## src/rtl/sdram_rd_pkg.sv

```systemverilog
// Shared definitions for the SDRAM read output path.
// Assumes: single command decode per cycle, priority read > write > precharge.
package sdram_rd_pkg;

    // Command class the burst generator acts on in a cycle.
    typedef enum logic [1:0] {
        CMD_NONE  = 2'd0,
        CMD_READ  = 2'd1,
        CMD_WRITE = 2'd2,
        CMD_STOP  = 2'd3
    } rd_cmd_e;

    // Content pattern of the modelled word array: word = addr*MUL + ADD.
    localparam int PAT_MUL = 37;
    localparam int PAT_ADD = 11;

endpackage

```

## src/rtl/sdram_rd_word_store.sv

```systemverilog
// Read-only word array addressed by {bank, column}.
// Contents are computed from the package pattern; lookup is combinational.
// Assumes: 2**ADDR_W stays small (a few hundred words at most).
module sdram_rd_word_store
    import sdram_rd_pkg::*;
#(
    parameter int ADDR_W = 6,
    parameter int DATA_W = 16
) (
    input  logic [ADDR_W-1:0] raddr,
    output logic [DATA_W-1:0] rdata
);
    localparam int DEPTH = 1 << ADDR_W;

    logic [DATA_W-1:0] tbl [DEPTH];

    // Fill each entry from the address pattern.
    generate
        for (genvar i = 0; i < DEPTH; i++) begin : g_word
            assign tbl[i] = DATA_W'(i * PAT_MUL + PAT_ADD);
        end
    endgenerate

    // Select the addressed word.
    assign rdata = tbl[raddr];

endmodule

```

## src/rtl/sdram_rd_burst_gen.sv

```systemverilog
// Burst generator: holds the running burst and issues one word address per
// cycle, starting the cycle after the read is sampled. Reads restart it,
// writes and matching precharges stop it. A write also raises `kill` so the
// latency pipe drops words already in flight.
// Assumes: BL is a power of two, 2 <= BL < 2**COL_W.
module sdram_rd_burst_gen
    import sdram_rd_pkg::*;
#(
    parameter int BANK_W = 1,
    parameter int COL_W  = 5,
    parameter int BL     = 4
) (
    input  logic                     clk,
    input  logic                     rst_n,
    input  logic                     rd_cmd,
    input  logic [BANK_W-1:0]        rd_bank,
    input  logic [COL_W-1:0]         rd_col,
    input  logic                     wr_cmd,
    input  logic                     pre_cmd,
    input  logic                     pre_all,
    input  logic [BANK_W-1:0]        pre_bank,
    output logic                     beat_vld,
    output logic [BANK_W+COL_W-1:0]  beat_addr,
    output logic                     kill
);
    localparam int OFS_W = $clog2(BL);

    rd_cmd_e           cmd_e;
    logic              busy_q;
    logic [OFS_W-1:0]  left_q;
    logic [BANK_W-1:0] bank_q;
    logic [COL_W-1:0]  col_q;
    logic [OFS_W-1:0]  ofs_nxt;

    // Decode this cycle's command with read > write > precharge priority.
    always_comb begin
        cmd_e = CMD_NONE;
        if (rd_cmd) begin
            cmd_e = CMD_READ;
        end else if (wr_cmd) begin
            cmd_e = CMD_WRITE;
        end else if (pre_cmd && (pre_all || pre_bank == bank_q)) begin
            cmd_e = CMD_STOP;
        end
    end

    // Next position inside the aligned burst block.
    assign ofs_nxt = col_q[OFS_W-1:0] + OFS_W'(1);

    // Burst state: start, advance, finish or abort.
    always_ff @(posedge clk) begin
        if (!rst_n) begin
            busy_q <= 1'b0;
            left_q <= '0;
            bank_q <= '0;
            col_q  <= '0;
        end else begin
            case (cmd_e)
                CMD_READ: begin
                    busy_q <= 1'b1;
                    bank_q <= rd_bank;
                    col_q  <= rd_col;
                    left_q <= OFS_W'(BL - 1);
                end
                CMD_WRITE, CMD_STOP: begin
                    busy_q <= 1'b0;
                end
                default: begin
                    if (busy_q) begin
                        if (left_q == '0) begin
                            busy_q <= 1'b0;
                        end else begin
                            left_q <= left_q - OFS_W'(1);
                            col_q  <= {col_q[COL_W-1:OFS_W], ofs_nxt};
                        end
                    end
                end
            endcase
        end
    end

    assign beat_vld  = busy_q;
    assign beat_addr = {bank_q, col_q};
    assign kill      = (cmd_e == CMD_WRITE);

    // inside one burst the block base and bank hold, the offset steps by one.
    a_r3_block_wrap: assert property (@(posedge clk) disable iff (!rst_n)
        (busy_q && $past(busy_q) && $past(cmd_e) == CMD_NONE)
        |-> (col_q[COL_W-1:OFS_W] == $past(col_q[COL_W-1:OFS_W])
             && bank_q == $past(bank_q)
             && col_q[OFS_W-1:0] == $past(col_q[OFS_W-1:0]) + OFS_W'(1)));

    // an all-bank precharge with no read leaves nothing to issue.
    a_r8_pre_all_stops: assert property (@(posedge clk) disable iff (!rst_n)
        (pre_cmd && pre_all && !rd_cmd) |=> !beat_vld);

endmodule

```

## src/rtl/sdram_rd_lat_pipe.sv

```systemverilog
// Latency pipe: delays issued words so the first lands CAS-latency clocks
// after the read, applies the two-clock DQM mask and registers DQ and the
// output enable. `kill` empties every stage at the next edge.
// Assumes: MAX_CL >= 3; cas_lat changes only while no burst is in flight.
module sdram_rd_lat_pipe #(
    parameter int DATA_W = 16,
    parameter int MAX_CL = 3,
    parameter int CL_W   = 2
) (
    input  logic              clk,
    input  logic              rst_n,
    input  logic              beat_vld,
    input  logic [DATA_W-1:0] beat_data,
    input  logic              kill,
    input  logic              dqm,
    input  logic [CL_W-1:0]   cas_lat,
    output logic [DATA_W-1:0] dq_out,
    output logic              dq_oe
);
    localparam int NSTG = MAX_CL - 2;

    logic              stg_vld [1:NSTG];
    logic [DATA_W-1:0] stg_dat [1:NSTG];
    logic              dqm_q;
    int                lat_i;
    logic              tap_vld;
    logic [DATA_W-1:0] tap_dat;
    logic              drive;

    // Clamp the latency setting into the supported range.
    always_comb begin
        lat_i = int'(cas_lat);
        if (lat_i < 2) lat_i = 2;
        if (lat_i > MAX_CL) lat_i = MAX_CL;
    end

    // Delay stages; stage k holds a word issued k cycles ago.
    generate
        for (genvar k = 1; k <= NSTG; k++) begin : g_stg
            always_ff @(posedge clk) begin
                if (!rst_n || kill) begin
                    stg_vld[k] <= 1'b0;
                    stg_dat[k] <= '0;
                end else if (k == 1) begin
                    stg_vld[k] <= beat_vld;
                    stg_dat[k] <= beat_data;
                end else begin
                    stg_vld[k] <= stg_vld[k-1];
                    stg_dat[k] <= stg_dat[k-1];
                end
            end
        end
    endgenerate

    // Pick the stage that matches the configured latency.
    always_comb begin
        tap_vld = beat_vld;
        tap_dat = beat_data;
        for (int k = 1; k <= NSTG; k++) begin
            if (lat_i == k + 2) begin
                tap_vld = stg_vld[k];
                tap_dat = stg_dat[k];
            end
        end
    end

    // First half of the two-clock DQM lag.
    always_ff @(posedge clk) begin
        if (!rst_n) dqm_q <= 1'b0;
        else        dqm_q <= dqm;
    end

    assign drive = tap_vld && !dqm_q;

    // Output register: DQ word and enable, zero when idle, masked or flushed.
    always_ff @(posedge clk) begin
        if (!rst_n || kill) begin
            dq_oe  <= 1'b0;
            dq_out <= '0;
        end else begin
            dq_oe  <= drive;
            dq_out <= drive ? tap_dat : '0;
        end
    end

    // an enabled word never follows a DQM high two clocks earlier.
    a_r5_dqm_lag: assert property (@(posedge clk) disable iff (!rst_n)
        dq_oe |-> !$past(dqm, 2));

    // the cycle after a write flush the bus is released.
    a_r7_write_quiet: assert property (@(posedge clk) disable iff (!rst_n)
        $past(kill) |-> !dq_oe);

    // reset leaves the outputs dark.
    a_r1_reset_dark: assert property (@(posedge clk)
        !rst_n |=> (!dq_oe && dq_out == '0));

endmodule

```

## src/rtl/sdram_rd_pipe.sv

```systemverilog
// Top of the SDRAM read output path: burst generator, word store and
// latency pipe. Inputs are decoded commands sampled on the rising edge.
// Assumes: at most one meaningful command per cycle (priority resolves ties).
module sdram_rd_pipe #(
    parameter int BANK_W = 1,
    parameter int COL_W  = 5,
    parameter int DATA_W = 16,
    parameter int BL     = 4,
    parameter int MAX_CL = 3,
    parameter int CL_W   = 2
) (
    input  logic              clk,
    input  logic              rst_n,
    input  logic              rd_cmd,
    input  logic [BANK_W-1:0] rd_bank,
    input  logic [COL_W-1:0]  rd_col,
    input  logic              wr_cmd,
    input  logic              pre_cmd,
    input  logic              pre_all,
    input  logic [BANK_W-1:0] pre_bank,
    input  logic              dqm,
    input  logic [CL_W-1:0]   cas_lat,
    output logic [DATA_W-1:0] dq_out,
    output logic              dq_oe
);
    localparam int ADDR_W = BANK_W + COL_W;

    logic              beat_vld;
    logic [ADDR_W-1:0] beat_addr;
    logic [DATA_W-1:0] beat_data;
    logic              kill;

    sdram_rd_burst_gen #(
        .BANK_W (BANK_W),
        .COL_W  (COL_W),
        .BL     (BL)
    ) u_gen (
        .clk       (clk),
        .rst_n     (rst_n),
        .rd_cmd    (rd_cmd),
        .rd_bank   (rd_bank),
        .rd_col    (rd_col),
        .wr_cmd    (wr_cmd),
        .pre_cmd   (pre_cmd),
        .pre_all   (pre_all),
        .pre_bank  (pre_bank),
        .beat_vld  (beat_vld),
        .beat_addr (beat_addr),
        .kill      (kill)
    );

    sdram_rd_word_store #(
        .ADDR_W (ADDR_W),
        .DATA_W (DATA_W)
    ) u_store (
        .raddr (beat_addr),
        .rdata (beat_data)
    );

    sdram_rd_lat_pipe #(
        .DATA_W (DATA_W),
        .MAX_CL (MAX_CL),
        .CL_W   (CL_W)
    ) u_pipe (
        .clk       (clk),
        .rst_n     (rst_n),
        .beat_vld  (beat_vld),
        .beat_data (beat_data),
        .kill      (kill),
        .dqm       (dqm),
        .cas_lat   (cas_lat),
        .dq_out    (dq_out),
        .dq_oe     (dq_oe)
    );

endmodule

```

## config.mk

```make
export PLATFORM = sky130hd
export DESIGN_NAME = sdram_rd_pipe
export DESIGN_NICKNAME = d
export VERILOG_FILES = /design/src/rtl/sdram_rd_pkg.sv /design/src/rtl/sdram_rd_word_store.sv /design/src/rtl/sdram_rd_burst_gen.sv /design/src/rtl/sdram_rd_lat_pipe.sv /design/src/rtl/sdram_rd_pipe.sv
export SDC_FILE = /design/constraint.sdc
export NUM_CORES = 1
export LEC_CHECK = 0
export BUFFER_PORTS_ARGS = -buffer_cell sky130_fd_sc_hd__buf_2
export CORE_MARGIN = 2
export CORE_UTILIZATION = 56
export CTS_CLUSTER_SIZE = 20
export DETAILED_ROUTE_END_ITERATION = 10
export PLACE_DENSITY = 0.79
export SYNTH_ARGS = -nofsm -noshare
export SYNTH_HDL_FRONTEND = slang
export SYNTH_SLANG_ARGS = --single-unit
```

## constraint.sdc

```tcl
create_clock -name clk -period 2.5 [get_ports clk]
set_input_delay 0.5 -clock clk [delete_from_list [all_inputs] [get_ports clk]]
set_output_delay 0.5 -clock clk [all_outputs]
set_load 0.01 [all_outputs]
```

==> out/metrics.cfg <==
[outcome]
outcome = finished, final reports clean

[sta]
fin_tns_setup_ps = 0
max_freq_mhz = 491
fin_hold_ws_ps = 357
max_slew_margin_pct = 54.7
fin_crit_sh_pct = 81.5
rsz0062_at_grt = false
slew_viol_final = 0
skew_ps = 6.83
finalSetupViolations = 0
finalHoldViolations = 0
fin_crit_ps = 2040
worst_slew_pin_slew_ps = 679

[min_path]
hold_class = in2reg

[cts]
h-tree-depth = 2
clkLatencyLatePin_ps = 340
ctsRootBufferMaster = clkbuf_4
path_clk_slew_ps = 120
cts_resized = 0
tritoncts = yes
post_cts_buffers = 0
clockBufferDepth = 2
clock_sinks = 36
cts-buffers-inserted = 5
cts_hold_buf = 0

[die]
die_h_um = 63.6
die_area_um2 = 4050
ios = 33
die_w_um = 63.6
rows = 21
initial_core_util_pct = 58.8
core-area_um2 = 3390

[yosys]
ys_top_cells_by_area = dfxtp_1 36%, nor2_1 5.3%, ha_1 5.0%, mux2i_1 5.0%, nor2b_1 3.5%
syn-cell-area_um2 = 1990
yosysTopAreaCellShare_pct = 36.2
synth_ff_type = dfxtp_1
syn_area_per_cell_um2 = 8.74
synth_compound_area_share_pct = 22.1
synth-xor-area-share_pct = 1.76
ys_seq_elements = 36
synth_edf_count = 0
synthCells = 228
synth.distinct_cells = 54
yosysTopAreaCell = dfxtp_1
ys_warn_count = 0
synth_fa_ha_area_share_pct = 5.53
async_flop_share_pct = 0
synth-simple-area-share_pct = 19.0
synth_top_family_by_area = compound AO/OA/AOI/OAI gates
synthMuxAreaShare_pct = 5.59
yosysSeqAreaShare_pct = 36.2

[route]
wl_per_cell_um = 12.6
drc_errors = 0
vias = 1595
wl_um = 3750
first_pass_iters = 4
drtAntennaViolNets = 0
avgViaCountPerCell = 5.37
drt-initial-drc-count = 107

[layout]
drive_above_1_share_pct = 21.5
multi_input_area_um2 = 1090
design_area_um2 = 2150
regArea_um2 = 721
syn_to_final_growth_pct = 7.98
final_core_util_pct = 63.5
num_antenna_cells = 0
final_cell_mix = 36 x dfxtp_1, 28 x nor2_1, 28 x buf_2
final_cell_count_no_fill = 297
num-fill-cells = 292
layout_commonest_cell = dfxtp_1
nNetsFinal = 274

[place]
dp_hpwl_um = 2710
gp_congestion = 0.901
io_buffer_count = 28
placedInstanceArea_um2 = 2090
placed_cells = 289

[global_route]
overflow = 0
antenna_found_initial = 0
grt_first_pass_wirelength_um = 6570
grt_max_degree = 23
busiest_layer = met2
use_met2_pct = 30.7
grtUsageMet1_pct = 27.4
grt_usage_pct = 20.4
use_met3_pct = 6.25
first_global_vias = 1440

[power]
power_density_nw_per_um2 = 546
p_leak_nw = 0.933
vdd_drop_max_mv = 0.301

[worst_setup_path]
worstPathMaxFanout = 22
arrival_ps = 2310
startpoint_type = register
crit_type = reg2reg
crit_path_end_kind = register
cp_data_required_time_ps = 2770

[flow_run]
maxCapViolations = 0

cells by family (layout without fill, tap and decap cells):
family | Yosys count | count (layout)
simple gates | 75 | 75
compound gates | 59 | 59
flops | 36 | 36
buf+inv | 33 | 53
mux | 11 | 11
fa+ha+maj | 9 | 9
xor+xnor | 4 | 4
other cells | 1 | 4
routing by layer:
layer | routed length (um) | vias to the layer above | share of wire [%]
li1 | - | 823 | -
met1 | 1840 | 719 | 49
met2 | 1680 | 45 | 45
met3 | 183 | 8 | 4.9
met4 | 46 | 0 | 1.2
met5 | 0 | - | 0
worst max-delay path, stage by stage, from the launching register on:
cell      delay, ps
dfxtp_1         780
buf_4           330
mux2i_1         230
o21ai_1         100
a311oi_2        240
a31oi_2          70
a211oi_2        210
cell type report:
| type | count | area share [%] |
|---|---|---|
| Inverter | 11 | 1.92 |
| Clock inverter | 3 | 0.873 |
| Sequential cell | 36 | 33.5 |
| Timing Repair Buffer | 34 | 8.61 |
| Multi-Input combinational cell | 162 | 50.7 |
| Tap cell | 46 | 2.68 |
| Clock buffer | 5 | 1.75 |
cells in the mapped netlist (2+ instances only):
master / number
nor2_1: 28
buf_6: 5
clkbuf_1: 5
o211ai_1: 2
dfxtp_1: 36
o21ai_1: 2
inv_1: 10
a31oi_1: 2
a21oi_1: 12
xnor2_1: 3
nand3_1: 6
o21ai_0: 9
a211oi_2: 2
buf_4: 7
mux2i_1: 10
nand4_1: 2
a211oi_1: 9
o311ai_1: 2
a21boi_0: 2
nor2b_1: 11
a21o_1: 2
nand2_1: 12
nand2b_1: 8
ha_1: 8
buf_2: 4
flip-flops by register name, summed over array words and instances, names as in the netlist:
register        flops
u_gen.beat_vld      1
u_gen.left_q        2
u_pipe.stg_vld      1
u_gen.col_q         5
u_pipe.dq_out      12
u_pipe.dq_oe        1
u_pipe.stg_dat     12
u_gen.bank_q        1
u_pipe.dqm_q        1
stage by stage:
step | setup slack [ps] | power (mW)
detailed placement | 507 | 0.872
finish | 462 | 1.17
CTS | 480 | 1.18
global route | 303 | 1.24
global placement | 583 | 0.867
floorplan | 317 | 0.828
path summary, 6_finish.rpt:
kind	startpoint	endpoint	slack, ps	cells past startpoint
hold / removal	dqm	u_pipe.dqm_q	360	2
setup / recovery	u_gen.col_q[2]	u_pipe.dq_out[6]	460	6
hold reg to reg	u_pipe.stg_dat[1][11]	u_pipe.dq_out[11]	460	2
setup reg to reg	u_gen.col_q[2]	u_pipe.dq_out[6]	460	6
where the power goes:
| part | switching, mW | total [mW] | leakage, nW | internal (mW) |
|---|---|---|---|---|
| combinational | 0.131 | 0.231 | 0.603 | 0.100 |
| sequential | 0.0266 | 0.629 | 0.295 | 0.603 |
| clock | 0.205 | 0.313 | 0.0349 | 0.108 |
| total | 0.362 | 1.17 | 0.933 | 0.811 |
No activity file was read; power rests on OpenSTA's default activity.
